<file path="config.mk">
export PLATFORM = sky130hd
export DESIGN_NAME = chdma_channel
export DESIGN_NICKNAME = d
export VERILOG_FILES = /design/src/rtl/chdma_pkg.sv /design/src/rtl/chdma_regs.sv /design/src/rtl/chdma_engine.sv /design/src/rtl/chdma_channel.sv
export SDC_FILE = /design/constraint.sdc
export NUM_CORES = 1
export LEC_CHECK = 0
export BUFFER_PORTS_ARGS = -buffer_cell sky130_fd_sc_hd__buf_2
export CAP_MARGIN = 20
export CORE_MARGIN = 1.5
export CORE_UTILIZATION = 54
export CTS_CLUSTER_DIAMETER = 40
export DETAILED_ROUTE_END_ITERATION = 10
export HOLD_SLACK_MARGIN = 0.02
export PLACE_DENSITY = 0.76
export SYNTH_ARGS = -nofsm -noshare
export SYNTH_HDL_FRONTEND = slang
export SYNTH_SLANG_ARGS = --single-unit
</file>
<file path="constraint.sdc">
create_clock -name clk -period 4.1 [get_ports clk]
set_input_delay 0.41 -clock clk [delete_from_list [all_inputs] [get_ports clk]]
set_output_delay 0.41 -clock clk [all_outputs]
set_load 0.05 [all_outputs]
</file>
<file path="src/rtl/chdma_pkg.sv">
package chdma_pkg;

  typedef enum logic [2:0] {
    ST_IDLE, ST_DSC0, ST_DSC1, ST_DSC2, ST_GATE, ST_READ, ST_WRITE
  } eng_state_t;

  localparam logic [2:0] SEL_MODE  = 3'd0;
  localparam logic [2:0] SEL_STAT  = 3'd1;
  localparam logic [2:0] SEL_FIRST = 3'd2;
  localparam logic [2:0] SEL_SRC   = 3'd3;
  localparam logic [2:0] SEL_DST   = 3'd4;
  localparam logic [2:0] SEL_LEFT  = 3'd5;

  localparam int MB_ABORT = 0;
  localparam int MB_PACE  = 1;
  localparam int MB_SEGIE = 2;
  localparam int MB_ERRIE = 3;
  localparam int MB_SHOLD = 4;
  localparam int MB_DHOLD = 5;
  localparam int MB_GO    = 12;

  localparam int SB_SEG  = 0;
  localparam int SB_LOOP = 1;
  localparam int SB_PERR = 2;
  localparam int SB_TERR = 3;

  function automatic logic [31:0] unit_bytes(input logic [1:0] lg);
    return 32'd1 << lg;
  endfunction

  function automatic logic [31:0] burst_bytes(input logic [3:0] lg);
    return 32'd1 << lg;
  endfunction

  // descriptor sanity: count nonzero, whole units, next pointer aligned
  function automatic logic seg_bad(input logic [31:0] cnt, input logic [1:0] lg,
                                   input logic [4:0] nxt_lo);
    return (cnt == 32'd0) || ((cnt & (unit_bytes(lg) - 32'd1)) != 32'd0) ||
           (nxt_lo != 5'd0);
  endfunction

endpackage

</file>
<file path="src/rtl/chdma_regs.sv">
module chdma_regs
  import chdma_pkg::*;
#(
  parameter int ADDR_W = 32
) (
  input  logic              clk,
  input  logic              rst_n,
  input  logic              reg_we,
  input  logic [2:0]        reg_sel,
  input  logic [31:0]       reg_wdata,
  output logic [31:0]       reg_rdata,
  output logic              irq,
  output logic              start,
  output logic              abort,
  output logic              pace_fault,
  output logic              pace,
  output logic              shold,
  output logic              dhold,
  output logic [1:0]        ulog,
  output logic [3:0]        blog,
  output logic [ADDR_W-1:0] first_addr,
  input  logic              busy,
  input  logic              seg_evt,
  input  logic              loop_evt,
  input  logic              perr_evt,
  input  logic              terr_evt,
  input  logic [ADDR_W-1:0] cur_src,
  input  logic [ADDR_W-1:0] cur_dst,
  input  logic [31:0]       left
);

  logic [11:1] mode_q;
  logic [3:0]  flags;
  logic [3:0]  set_vec;
  logic [3:0]  clr_vec;
  logic        mode_wr;
  logic        stat_wr;
  logic        unused_bits;

  assign mode_wr    = reg_we && (reg_sel == SEL_MODE);
  assign stat_wr    = reg_we && (reg_sel == SEL_STAT);
  assign abort      = mode_wr && reg_wdata[MB_ABORT];
  assign start      = mode_wr && !reg_wdata[MB_ABORT] && reg_wdata[MB_GO] && !busy;
  assign pace_fault = mode_wr && !reg_wdata[MB_ABORT] && reg_wdata[MB_PACE] &&
                      busy && (left != 32'd0);
  assign unused_bits = ^reg_wdata[31:13];

  assign pace  = mode_q[MB_PACE];
  assign shold = mode_q[MB_SHOLD];
  assign dhold = mode_q[MB_DHOLD];
  assign ulog  = mode_q[7:6];
  assign blog  = mode_q[11:8];

  assign set_vec = {terr_evt, perr_evt | pace_fault, loop_evt, seg_evt};
  assign clr_vec = stat_wr ? reg_wdata[3:0] : 4'd0;

  always_ff @(posedge clk) begin
    if (!rst_n) begin
      mode_q     <= '0;
      flags      <= '0;
      first_addr <= '0;
    end else begin
      if (mode_wr) mode_q <= reg_wdata[11:1];
      if (reg_we && (reg_sel == SEL_FIRST)) first_addr <= reg_wdata[ADDR_W-1:0];
      flags <= (flags & ~clr_vec) | set_vec;   // set wins over clear
    end
  end

  assign irq = (flags[SB_SEG] && mode_q[MB_SEGIE]) ||
               ((flags[SB_PERR] || flags[SB_TERR]) && mode_q[MB_ERRIE]);

  always_comb begin
    unique case (reg_sel)
      SEL_MODE:  reg_rdata = {20'd0, mode_q, 1'b0};
      SEL_STAT:  reg_rdata = {27'd0, busy, flags};
      SEL_FIRST: reg_rdata = 32'(first_addr);
      SEL_SRC:   reg_rdata = 32'(cur_src);
      SEL_DST:   reg_rdata = 32'(cur_dst);
      SEL_LEFT:  reg_rdata = left;
      default:   reg_rdata = 32'd0;
    endcase
  end

  assert_set_wins_R7: assert property (@(posedge clk) disable iff (!rst_n)
    seg_evt |=> flags[SB_SEG]);

  assert_w1c_zero_R7: assert property (@(posedge clk) disable iff (!rst_n)
    (stat_wr && reg_wdata[3:0] == 4'd0 && set_vec == 4'd0) |=> $stable(flags));

  assert_fault_flag_R10: assert property (@(posedge clk) disable iff (!rst_n)
    pace_fault |=> flags[SB_PERR]);

endmodule

</file>
<file path="src/rtl/chdma_engine.sv">
module chdma_engine
  import chdma_pkg::*;
#(
  parameter int ADDR_W = 32
) (
  input  logic              clk,
  input  logic              rst_n,
  input  logic              start,
  input  logic              abort,
  input  logic              halt_req,
  input  logic [ADDR_W-1:0] first_addr,
  input  logic              pace,
  input  logic              shold,
  input  logic              dhold,
  input  logic [1:0]        ulog,
  input  logic [3:0]        blog,
  input  logic              periph_req,
  output logic              mem_req,
  output logic              mem_we,
  output logic [ADDR_W-1:0] mem_addr,
  output logic [1:0]        mem_size,
  output logic [63:0]       mem_wdata,
  input  logic [63:0]       mem_rdata,
  input  logic              mem_ack,
  input  logic              mem_err,
  output logic              busy,
  output logic              seg_evt,
  output logic              loop_evt,
  output logic              perr_evt,
  output logic              terr_evt,
  output logic [ADDR_W-1:0] cur_src,
  output logic [ADDR_W-1:0] cur_dst,
  output logic [31:0]       left
);

  eng_state_t        state;
  logic [ADDR_W-1:0] dsc;
  logic [ADDR_W-1:0] nxt;
  logic [ADDR_W-1:0] src;
  logic [ADDR_W-1:0] dst;
  logic [31:0]       burst;
  logic [63:0]       hold_data;
  logic [31:0]       ub;
  logic [31:0]       bb;
  logic              beat_done;
  logic              last_unit;
  logic              first_bad;

  assign ub        = unit_bytes(ulog);
  assign bb        = burst_bytes(blog);
  assign busy      = (state != ST_IDLE);
  assign first_bad = (first_addr[4:0] != 5'd0);

  always_comb begin
    mem_req  = 1'b1;
    mem_we   = 1'b0;
    mem_size = 2'd3;
    mem_addr = dsc;
    unique case (state)
      ST_DSC0:  mem_addr = dsc;
      ST_DSC1:  mem_addr = dsc + ADDR_W'(8);
      ST_DSC2:  mem_addr = dsc + ADDR_W'(16);
      ST_READ:  begin mem_addr = src; mem_size = ulog; end
      ST_WRITE: begin mem_addr = dst; mem_size = ulog; mem_we = 1'b1; end
      default:  mem_req = 1'b0;
    endcase
  end
  assign mem_wdata = hold_data;

  assign beat_done = mem_req && mem_ack && !mem_err;
  assign terr_evt  = mem_req && mem_ack && mem_err;
  assign last_unit = (left == ub);
  assign seg_evt   = (state == ST_WRITE) && beat_done && last_unit;
  assign loop_evt  = seg_evt && (nxt == first_addr);
  assign perr_evt  = ((state == ST_IDLE) && start && first_bad) ||
                     ((state == ST_DSC2) && beat_done && seg_bad(left, ulog, mem_rdata[4:0]));

  always_ff @(posedge clk) begin
    if (!rst_n) begin
      state     <= ST_IDLE;
      dsc       <= '0;
      nxt       <= '0;
      src       <= '0;
      dst       <= '0;
      burst     <= '0;
      hold_data <= '0;
      cur_src   <= '0;
      cur_dst   <= '0;
      left      <= '0;
    end else if (abort || halt_req || terr_evt || perr_evt) begin
      state <= ST_IDLE;
      left  <= '0;
      burst <= '0;
    end else begin
      unique case (state)
        ST_IDLE: if (start) begin
          dsc   <= first_addr;
          state <= ST_DSC0;
        end
        ST_DSC0: if (beat_done) begin
          src   <= mem_rdata[ADDR_W-1:0];
          dst   <= mem_rdata[32 +: ADDR_W];
          state <= ST_DSC1;
        end
        ST_DSC1: if (beat_done) begin
          left  <= mem_rdata[31:0];
          state <= ST_DSC2;
        end
        ST_DSC2: if (beat_done) begin
          nxt   <= mem_rdata[ADDR_W-1:0];
          burst <= '0;
          state <= ST_GATE;
        end
        ST_GATE: if (!pace || periph_req) state <= ST_READ;
        ST_READ: if (beat_done) begin
          hold_data <= mem_rdata;
          cur_src   <= src;
          state     <= ST_WRITE;
        end
        ST_WRITE: if (beat_done) begin
          cur_dst <= dst;
          if (!shold) src <= src + ADDR_W'(ub);
          if (!dhold) dst <= dst + ADDR_W'(ub);
          left <= left - ub;
          if (last_unit) begin
            dsc   <= nxt;
            state <= ST_DSC0;
          end else if (burst + ub >= bb) begin
            burst <= '0;
            state <= ST_GATE;
          end else begin
            burst <= burst + ub;
            state <= ST_READ;
          end
        end
        default: state <= ST_IDLE;
      endcase
    end
  end

  assert_abort_quiet_R8: assert property (@(posedge clk) disable iff (!rst_n)
    abort |=> !mem_req);

  assert_pace_gate_R6: assert property (@(posedge clk) disable iff (!rst_n)
    (state == ST_GATE && pace && !periph_req) |=> !mem_req);

  assert_seg_empty_R3: assert property (@(posedge clk) disable iff (!rst_n)
    seg_evt |=> (left == 32'd0));

  assert_src_hold_R5: assert property (@(posedge clk) disable iff (!rst_n)
    (state == ST_WRITE && beat_done && shold) |=> $stable(src));

  assert_perr_halt_R10: assert property (@(posedge clk) disable iff (!rst_n)
    (perr_evt || halt_req) |=> !busy);

  assert_terr_halt_R11: assert property (@(posedge clk) disable iff (!rst_n)
    terr_evt |=> !mem_req);

endmodule

</file>
<file path="src/rtl/chdma_channel.sv">
module chdma_channel
  import chdma_pkg::*;
#(
  parameter int ADDR_W = 32
) (
  input  logic              clk,
  input  logic              rst_n,
  input  logic              reg_we,
  input  logic [2:0]        reg_sel,
  input  logic [31:0]       reg_wdata,
  output logic [31:0]       reg_rdata,
  input  logic              periph_req,
  output logic              mem_req,
  output logic              mem_we,
  output logic [ADDR_W-1:0] mem_addr,
  output logic [1:0]        mem_size,
  output logic [63:0]       mem_wdata,
  input  logic [63:0]       mem_rdata,
  input  logic              mem_ack,
  input  logic              mem_err,
  output logic              irq
);

  logic              start, abort, pace_fault, pace, shold, dhold, busy;
  logic              seg_evt, loop_evt, perr_evt, terr_evt;
  logic [1:0]        ulog;
  logic [3:0]        blog;
  logic [ADDR_W-1:0] first_addr, cur_src, cur_dst;
  logic [31:0]       left;

  chdma_regs #(.ADDR_W(ADDR_W)) u_regs (
    .clk(clk), .rst_n(rst_n), .reg_we(reg_we), .reg_sel(reg_sel),
    .reg_wdata(reg_wdata), .reg_rdata(reg_rdata), .irq(irq),
    .start(start), .abort(abort), .pace_fault(pace_fault), .pace(pace),
    .shold(shold), .dhold(dhold), .ulog(ulog), .blog(blog),
    .first_addr(first_addr), .busy(busy), .seg_evt(seg_evt),
    .loop_evt(loop_evt), .perr_evt(perr_evt), .terr_evt(terr_evt),
    .cur_src(cur_src), .cur_dst(cur_dst), .left(left)
  );

  chdma_engine #(.ADDR_W(ADDR_W)) u_engine (
    .clk(clk), .rst_n(rst_n), .start(start), .abort(abort),
    .halt_req(pace_fault), .first_addr(first_addr), .pace(pace),
    .shold(shold), .dhold(dhold), .ulog(ulog), .blog(blog),
    .periph_req(periph_req), .mem_req(mem_req), .mem_we(mem_we),
    .mem_addr(mem_addr), .mem_size(mem_size), .mem_wdata(mem_wdata),
    .mem_rdata(mem_rdata), .mem_ack(mem_ack), .mem_err(mem_err),
    .busy(busy), .seg_evt(seg_evt), .loop_evt(loop_evt),
    .perr_evt(perr_evt), .terr_evt(terr_evt), .cur_src(cur_src),
    .cur_dst(cur_dst), .left(left)
  );

endmodule

</file>
==> results of run 1 <==
## metrics by stage
stage / instance area [um2] / cells
after global routing: 25300 / 3533
after CTS: 24900 / 3519
final: 25300 / 3534
after floorplan: 20900 / 2774
after global placement: 22500 / 3385
after detailed placement: 22500 / 3385
## layout make-up
| type | instances | area share |
|---|---|---|
| clock buffer | 65 | 0.0625 |
| timing repair buffer | 350 | 0.0885 |
| clock inverter | 49 | 0.0212 |
| antenna | 1 | 0.0000988 |
| inverter | 34 | 0.00553 |
| sequential | 370 | 0.293 |
| tap | 511 | 0.0252 |
| multi-input combinational | 2154 | 0.504 |
## layer usage
metal	vias to the layer above	GRT usage	routed length, um
met1	10600	0.550	32400
met3	275	0.110	11100
li1	10300	-	-
met2	1443	0.579	34400
met4	10	0.198	4180
met5	-	0	62
## synth_stat cells, types with 7 or more instances
library cell,n
nand4_1,42
and4_1,12
and2_1,38
or2_2,15
nor4_1,14
a31oi_1,27
xnor2_1,58
mux2i_1,117
a311oi_1,37
a21o_1,13
o2111ai_1,13
o31ai_1,16
nand2_1,558
nand3_1,66
dfxtp_1,370
buf_2,33
nor3_1,44
o221ai_1,7
buf_1,15
or4_1,7
a211oi_1,25
o22a_1,8
nor2_1,286
a22oi_1,37
clkbuf_1,155
o221a_2,18
a21oi_1,282
a41oi_1,11
o21ai_0,126
o22ai_1,37
o41ai_1,7
and3_1,33
buf_4,10
nor2b_1,22
o21a_1,14
inv_1,33
nand2b_1,15
ha_1,32
## worst max-delay path: cells and delay by family, from the launching register on
kind	cells	cell delay, ps
AOI/OAI and AO/OA	6	950
DFF	1	370
xor gates and xnor gates	1	130
and+or+nand+nor	8	1790
buffers and inverters	2	370
adders and majority gates	2	340
## worst paths after layout
path,endpoint,cells after the start,slack (ps),startpoint
hold reg to reg,u_engine.mem_wdata[27],2,450,u_engine.mem_wdata[27]
setup / recovery,u_engine.burst[14],19,90,u_regs.mode_q[7]
hold / removal,u_engine.mem_wdata[49],3,40,mem_rdata[49]
setup reg to reg,u_engine.burst[14],19,90,u_regs.mode_q[7]
## state kept, by name, summed over array words and instances (netlist names)
register / count
u_engine.dsc: 32
u_regs.mode_q: 11
u_engine.cur_src: 32
u_engine.cur_dst: 32
u_engine.dst: 32
u_engine.src: 32
u_engine.state: 3
u_engine.left: 32
u_regs.flags: 4
u_regs.first_addr: 32
u_engine.burst: 32
u_engine.nxt: 32
u_engine.mem_wdata: 64
## power breakdown
group	switching [uW]	internal, uW
combinational	1300	586
sequential	184	3690
clock	2130	3130
total	3610	7410
## cells by family after synthesis
family / synth area share
xor+xnor: 0.0265
buf+inv: 0.0500
compound gates: 0.229
flops: 0.356
simple gates: 0.256
mux: 0.0628
fa+ha+maj: 0.0202
## repair_timing
action	in CTS	in global routing
hold endpoints to repair	20	0
pin swaps	3	36
hold buffers	20	0
endpoints found under the setup margin	17	25
resized for setup	4	58
setup buffers	0	13
gates cloned	0	1
==> flow_metrics.py, run 1 <==
metrics = {
    "layout": {
        "fillCellCount": 3277,
        "nNetsFinal": 3109,
        "drive_gt1_frac": 0.184,
        "fin_util": 0.669,
        "synthToLayoutAreaGrowth_pct": 21.7,
        "multi_input_area_um2": 12800,
        "final_common_cell": "nand2_1",
        "final_cell_mix": "nand2_1 (554), dfxtp_1 (366), nor2_1 (285)",
        "regArea_um2": 7420,
    },
    "synthesis": {
        "synth_top_area_share": 0.356,
        "synth_top_area_cell": "dfxtp_1",
        "netlist_area_um2": 20800,
        "async_flop_share": 0,
        "synth_ff_type": "dfxtp_1",
        "ys_types": 85,
        "netlist_instances": 2774,
        "syn_nets": 2912,
        "seq_area_frac_synth": 0.356,
        "yosysWarnings": 0,
        "synthTopCellsByArea": "dfxtp_1 (36%), nand2_1 (10%), a21oi_1 (6.8%)",
        "syn-mean-instance-area_um2": 7.50,
        "ys_ff_latch": 370,
        "synth_edf_count": 0,
    },
    "placement": {
        "hpwl_um": 58200,
        "place_ws_ps": -110,
        "io_buffers": 237,
        "gp_congestion": 0.999,
    },
    "drt": {
        "vias_per_cell": 6.42,
        "drc": 0,
        "drt-total-wl_um": 82200,
        "wl_per_cell_um": 23.3,
        "vias": 22700,
        "drtIter0Drc": 3269,
        "ant_nets": 0,
        "drt_pre_antenna_iters": 7,
    },
    "setup_path": {
        "crit_chain": "nand2b_4, xnor2_2, ha_2, or2_4, a21oi_4, a21oi_2, nand3_2, buf_6, nor3_4, or2_4, ha_4, a21o_1, a21o_1, a211o_1, or4b_4, nor3_4, clkbuf_16, o2111ai_1, nand2_1",
        "arrival_ps": 4560,
        "start_kind": "flip-flop",
        "critPathMaxFanout": 6,
        "critPathMaxStageDelay_ps": 550,
        "critical_path_class": "reg -> reg",
        "required_ps": 4650,
        "endpoint_kind": "flip-flop",
        "cpMaxStageDelayCell": "or4b_4",
    },
    "grt": {
        "antenna_found_initial": 7,
        "grt_pass1_vias": 20400,
        "grt_pass1_wl_um": 122000,
        "grt_max_degree": 239,
        "track_usage": 0.402,
        "gr-total-overflow": 0,
    },
    "clocking": {
        "clockBufferDepth": 3,
        "clock-sinks": 370,
        "root_buffer": "clkbuf_16",
        "cts_tree": "done",
        "htreeDepth": 2,
        "worstSkewPairLatency_ps": 640,
        "cts_buffers": 61,
        "clk_pin_slew_ps": 60,
    },
    "timing": {
        "rsz0062_at_grt": "true",
        "fin_hold_ws_ps": 36.3,
        "slew_headroom": 0.206,
        "period_share": 0.978,
        "period_minus_slack_ps": 4010,
        "setup_slack_ps": 90.4,
        "setup_tns_ps": 0,
        "max_freq_ghz": 0.249,
        "slew_violations": 0,
        "tightest_slew_ps": 1190,
        "skew_ps": 38.4,
        "setup_viol": 0,
        "hold_viol_final": 0,
    },
    "floorplanning": {
        "coreArea_um2": 37800,
        "die_h_um": 199,
        "start_util": 0.550,
        "fp-row-count": 71,
        "io_pins": 238,
        "die_x_um": 199,
        "die_area_um2": 39700,
    },
    "pwr": {
        "power.total_uw": 11000,
        "p_leak_uw": 0.0101,
        "max-vdd-ir-drop_v": 0.000337,
        "powerDensity_nw_per_um2": 435,
    },
    "run_status": {
        "status": "completed",
    },
    "hold_path": {
        "hp-class": "in -> reg",
    },
    "job": {
        "drv_cap": 0,
    },
}
Note: power is estimated with default switching activity, not from simulation.
==> run 2, diff against run 1 <==
Settings changed: CORE_UTILIZATION 54 to 50, PLACE_DENSITY 0.76 to 0.71.
==> run 2 against run 1 <==
  * Sequential share of layout area is essentially flat
  * First-iteration DRC count shrank 13%
  * Clock skew shrank 21 ps
  * Critical endpoint is now u_engine.burst[2]
  * Highest routed layer is now met4
  * Via count shrank 0.49%
  * Critical path type unchanged
  * Wire length shrank 0.21%
  * Critical path depth is the same
  * Maximum frequency is essentially flat
==> flow_metrics.py, run 2 (synthesis gave the netlist of run 1 again) <==
metrics = {
    "floorplanning": {
        "die_x_um": 207,
        "fp-row-count": 74,
        "io_pins": 238,
        "coreArea_um2": 40900,
        "die_area_um2": 42900,
        "start_util": 0.509,
        "die_h_um": 207,
    },
    "placement": {
        "gp_congestion": 1.00,
        "hpwl_um": 58300,
        "io_buffers": 237,
        "placedCellCount": 3410,
    },
    "pwr": {
        "powerDensity_nw_per_um2": 433,
        "max-vdd-ir-drop_v": 0.000323,
        "p_leak_uw": 0.0101,
        "power.total_uw": 10900,
    },
    "setup_path": {
        "crit_chain": "nand2b_4, xnor2_2, ha_2, and2_4, a31oi_4, a21oi_4, nand3_4, o21a_1, or2_2, ha_4, nand4_1, nor3b_2, a211o_1, or4b_4, nor3_4, buf_12, buf_8, nand4_1, a21oi_1",
        "critPathMaxFanout": 6,
        "critical_path_class": "reg -> reg",
        "path_common_cell": "nand4_1",
        "r2r_end": "u_engine.burst[2]",
        "crit_family": "simple AND/OR/NAND/NOR gates",
        "worst-r2r-cell-count": 19,
        "r2r_slack_ps": 90,
        "r2r-start": "u_regs.mode_q[7]",
        "critPathMaxStageDelay_ps": 530,
        "required_ps": 4660,
        "endpoint_kind": "flip-flop",
        "cpMaxStageDelayCell": "or4b_4",
        "arrival_ps": 4570,
        "crit_buf_inv": 2,
        "start_kind": "flip-flop",
    },
    "drt": {
        "drt-total-wl_um": 82100,
        "drt_pre_antenna_iters": 6,
        "drtIter0Drc": 2839,
        "ant_nets": 0,
        "vias_per_cell": 6.33,
        "wl_per_cell_um": 23.0,
        "vias": 22600,
        "drc": 0,
    },
    "grt": {
        "track_usage": 0.365,
        "grt_max_degree": 204,
        "grt_pass1_vias": 20300,
        "antenna_found_initial": 0,
        "grt_pass1_wl_um": 123000,
        "gr-total-overflow": 0,
    },
    "hold_path": {
        "whs_path_depth": 3,
        "hold_path_end": "u_regs.first_addr[27]",
        "hold_start": "reg_wdata[27]",
        "hp-class": "in -> reg",
    },
    "clocking": {
        "clockBufferDepth": 3,
        "cts_buffers": 61,
        "clock-sinks": 370,
        "clk_pin_slew_ps": 60,
        "root_buffer": "clkbuf_16",
        "worstSkewPairLatency_ps": 630,
        "cts_tree": "done",
        "htreeDepth": 2,
    },
    "timing": {
        "rsz0062_at_grt": "true",
        "skew_ps": 17.4,
        "slew_violations": 0,
        "max_freq_ghz": 0.249,
        "setup_viol": 0,
        "period_share": 0.979,
        "slew_headroom": 0.293,
        "tightest_slew_ps": 1060,
        "hold_viol_final": 0,
        "period_minus_slack_ps": 4010,
    },
    "layout": {
        "final_cell_mix": "nand2_1 (555), dfxtp_1 (367), nor2_1 (284)",
        "nNetsFinal": 3116,
        "final_common_cell": "nand2_1",
        "drive_gt1_frac": 0.182,
        "layout.cells.non_filler": 3563,
        "largest_reg_flops": 64,
        "synthToLayoutAreaGrowth_pct": 21.6,
    },
    "job": {
        "drv_cap": 0,
    },
    "run_status": {
        "status": "completed",
    },
}
-- run 2: cell types whose count changed in the layout (fill, tap and decap cells not counted), sizes merged --
cell,previous run,this run
inv,47,58
clkinv,25,15
dlygate4sd3,20,27
bufinv,4,2
buf,329,330
clkbuf,66,67
-- run 2: metal layers --
metal  vias to the layer above  share of wire  GRT usage
li1                      10300              -          -
met1                     10700           0.42      0.514
met2                      1363           0.42      0.523
met3                       209           0.12     0.0969
met4                         0          0.044      0.156
met5                         -              0          0
-- run 2: where the power goes --
| part | switching, uW | total (uW) | internal (uW) |
|---|---|---|---|
| sequential | 163 | 3850 | 3690 |
| combinational | 1320 | 1930 | 604 |
| clock | 2120 | 5170 | 3050 |
-- run 2: repair_timing --
item,CTS,global route
endpoints found under the hold margin,28,0
buffers inserted,0,11
resized for setup,3,51
hold buffers,27,0
pin swaps,1,34
setup endpoints to repair,17,20
-- run 2: how the worst max path moves through the flow --
stage	start	end	slack, ps	cells after the start
after floorplan	u_regs.mode_q[6]	u_engine.burst[11]	3	20
after global placement	u_regs.mode_q[7]	u_engine.burst[1]	20	17
after detailed placement	u_regs.mode_q[7]	u_engine.burst[2]	-100	17
after CTS	u_regs.mode_q[7]	u_engine.burst[2]	20	19
after global routing	u_regs.mode_q[7]	u_engine.burst[2]	-80	19
final	u_regs.mode_q[7]	u_engine.burst[2]	90	19
-- run 2: layout make-up --
| class | instances | area [um2] |
|---|---|---|
| clock buffer | 67 | 1600 |
| multi-input combinational | 2154 | 12700 |
| timing repair buffer | 357 | 2310 |
| inverter | 34 | 138 |
| tap | 532 | 666 |
| sequential | 370 | 7420 |
| fill | 3630 | 15600 |
| antenna | 1 | 2.50 |
| clock inverter | 48 | 478 |
-- run 2: tightest hold or removal path: stages --
cell     delay [ps]
buf_2           100
nand2_1          50
a21oi_1          60
-- run 2: through the flow --
step	hold WS [ps]	setup TNS (ps)	worst slack [ps]	utilization	instance area, um2
2_1_floorplan	433	0	3.22	-	20900
3_3_place_gp	439	0	20.0	0.552	22600
3_5_place_dp	444	-650	-98.9	0.552	22600
4_1_cts	21.0	0	23.6	0.610	24900
5_1_grt	33.4	-566	-84.4	0.618	25300
6_report	30.3	0	87.8	0.618	25300
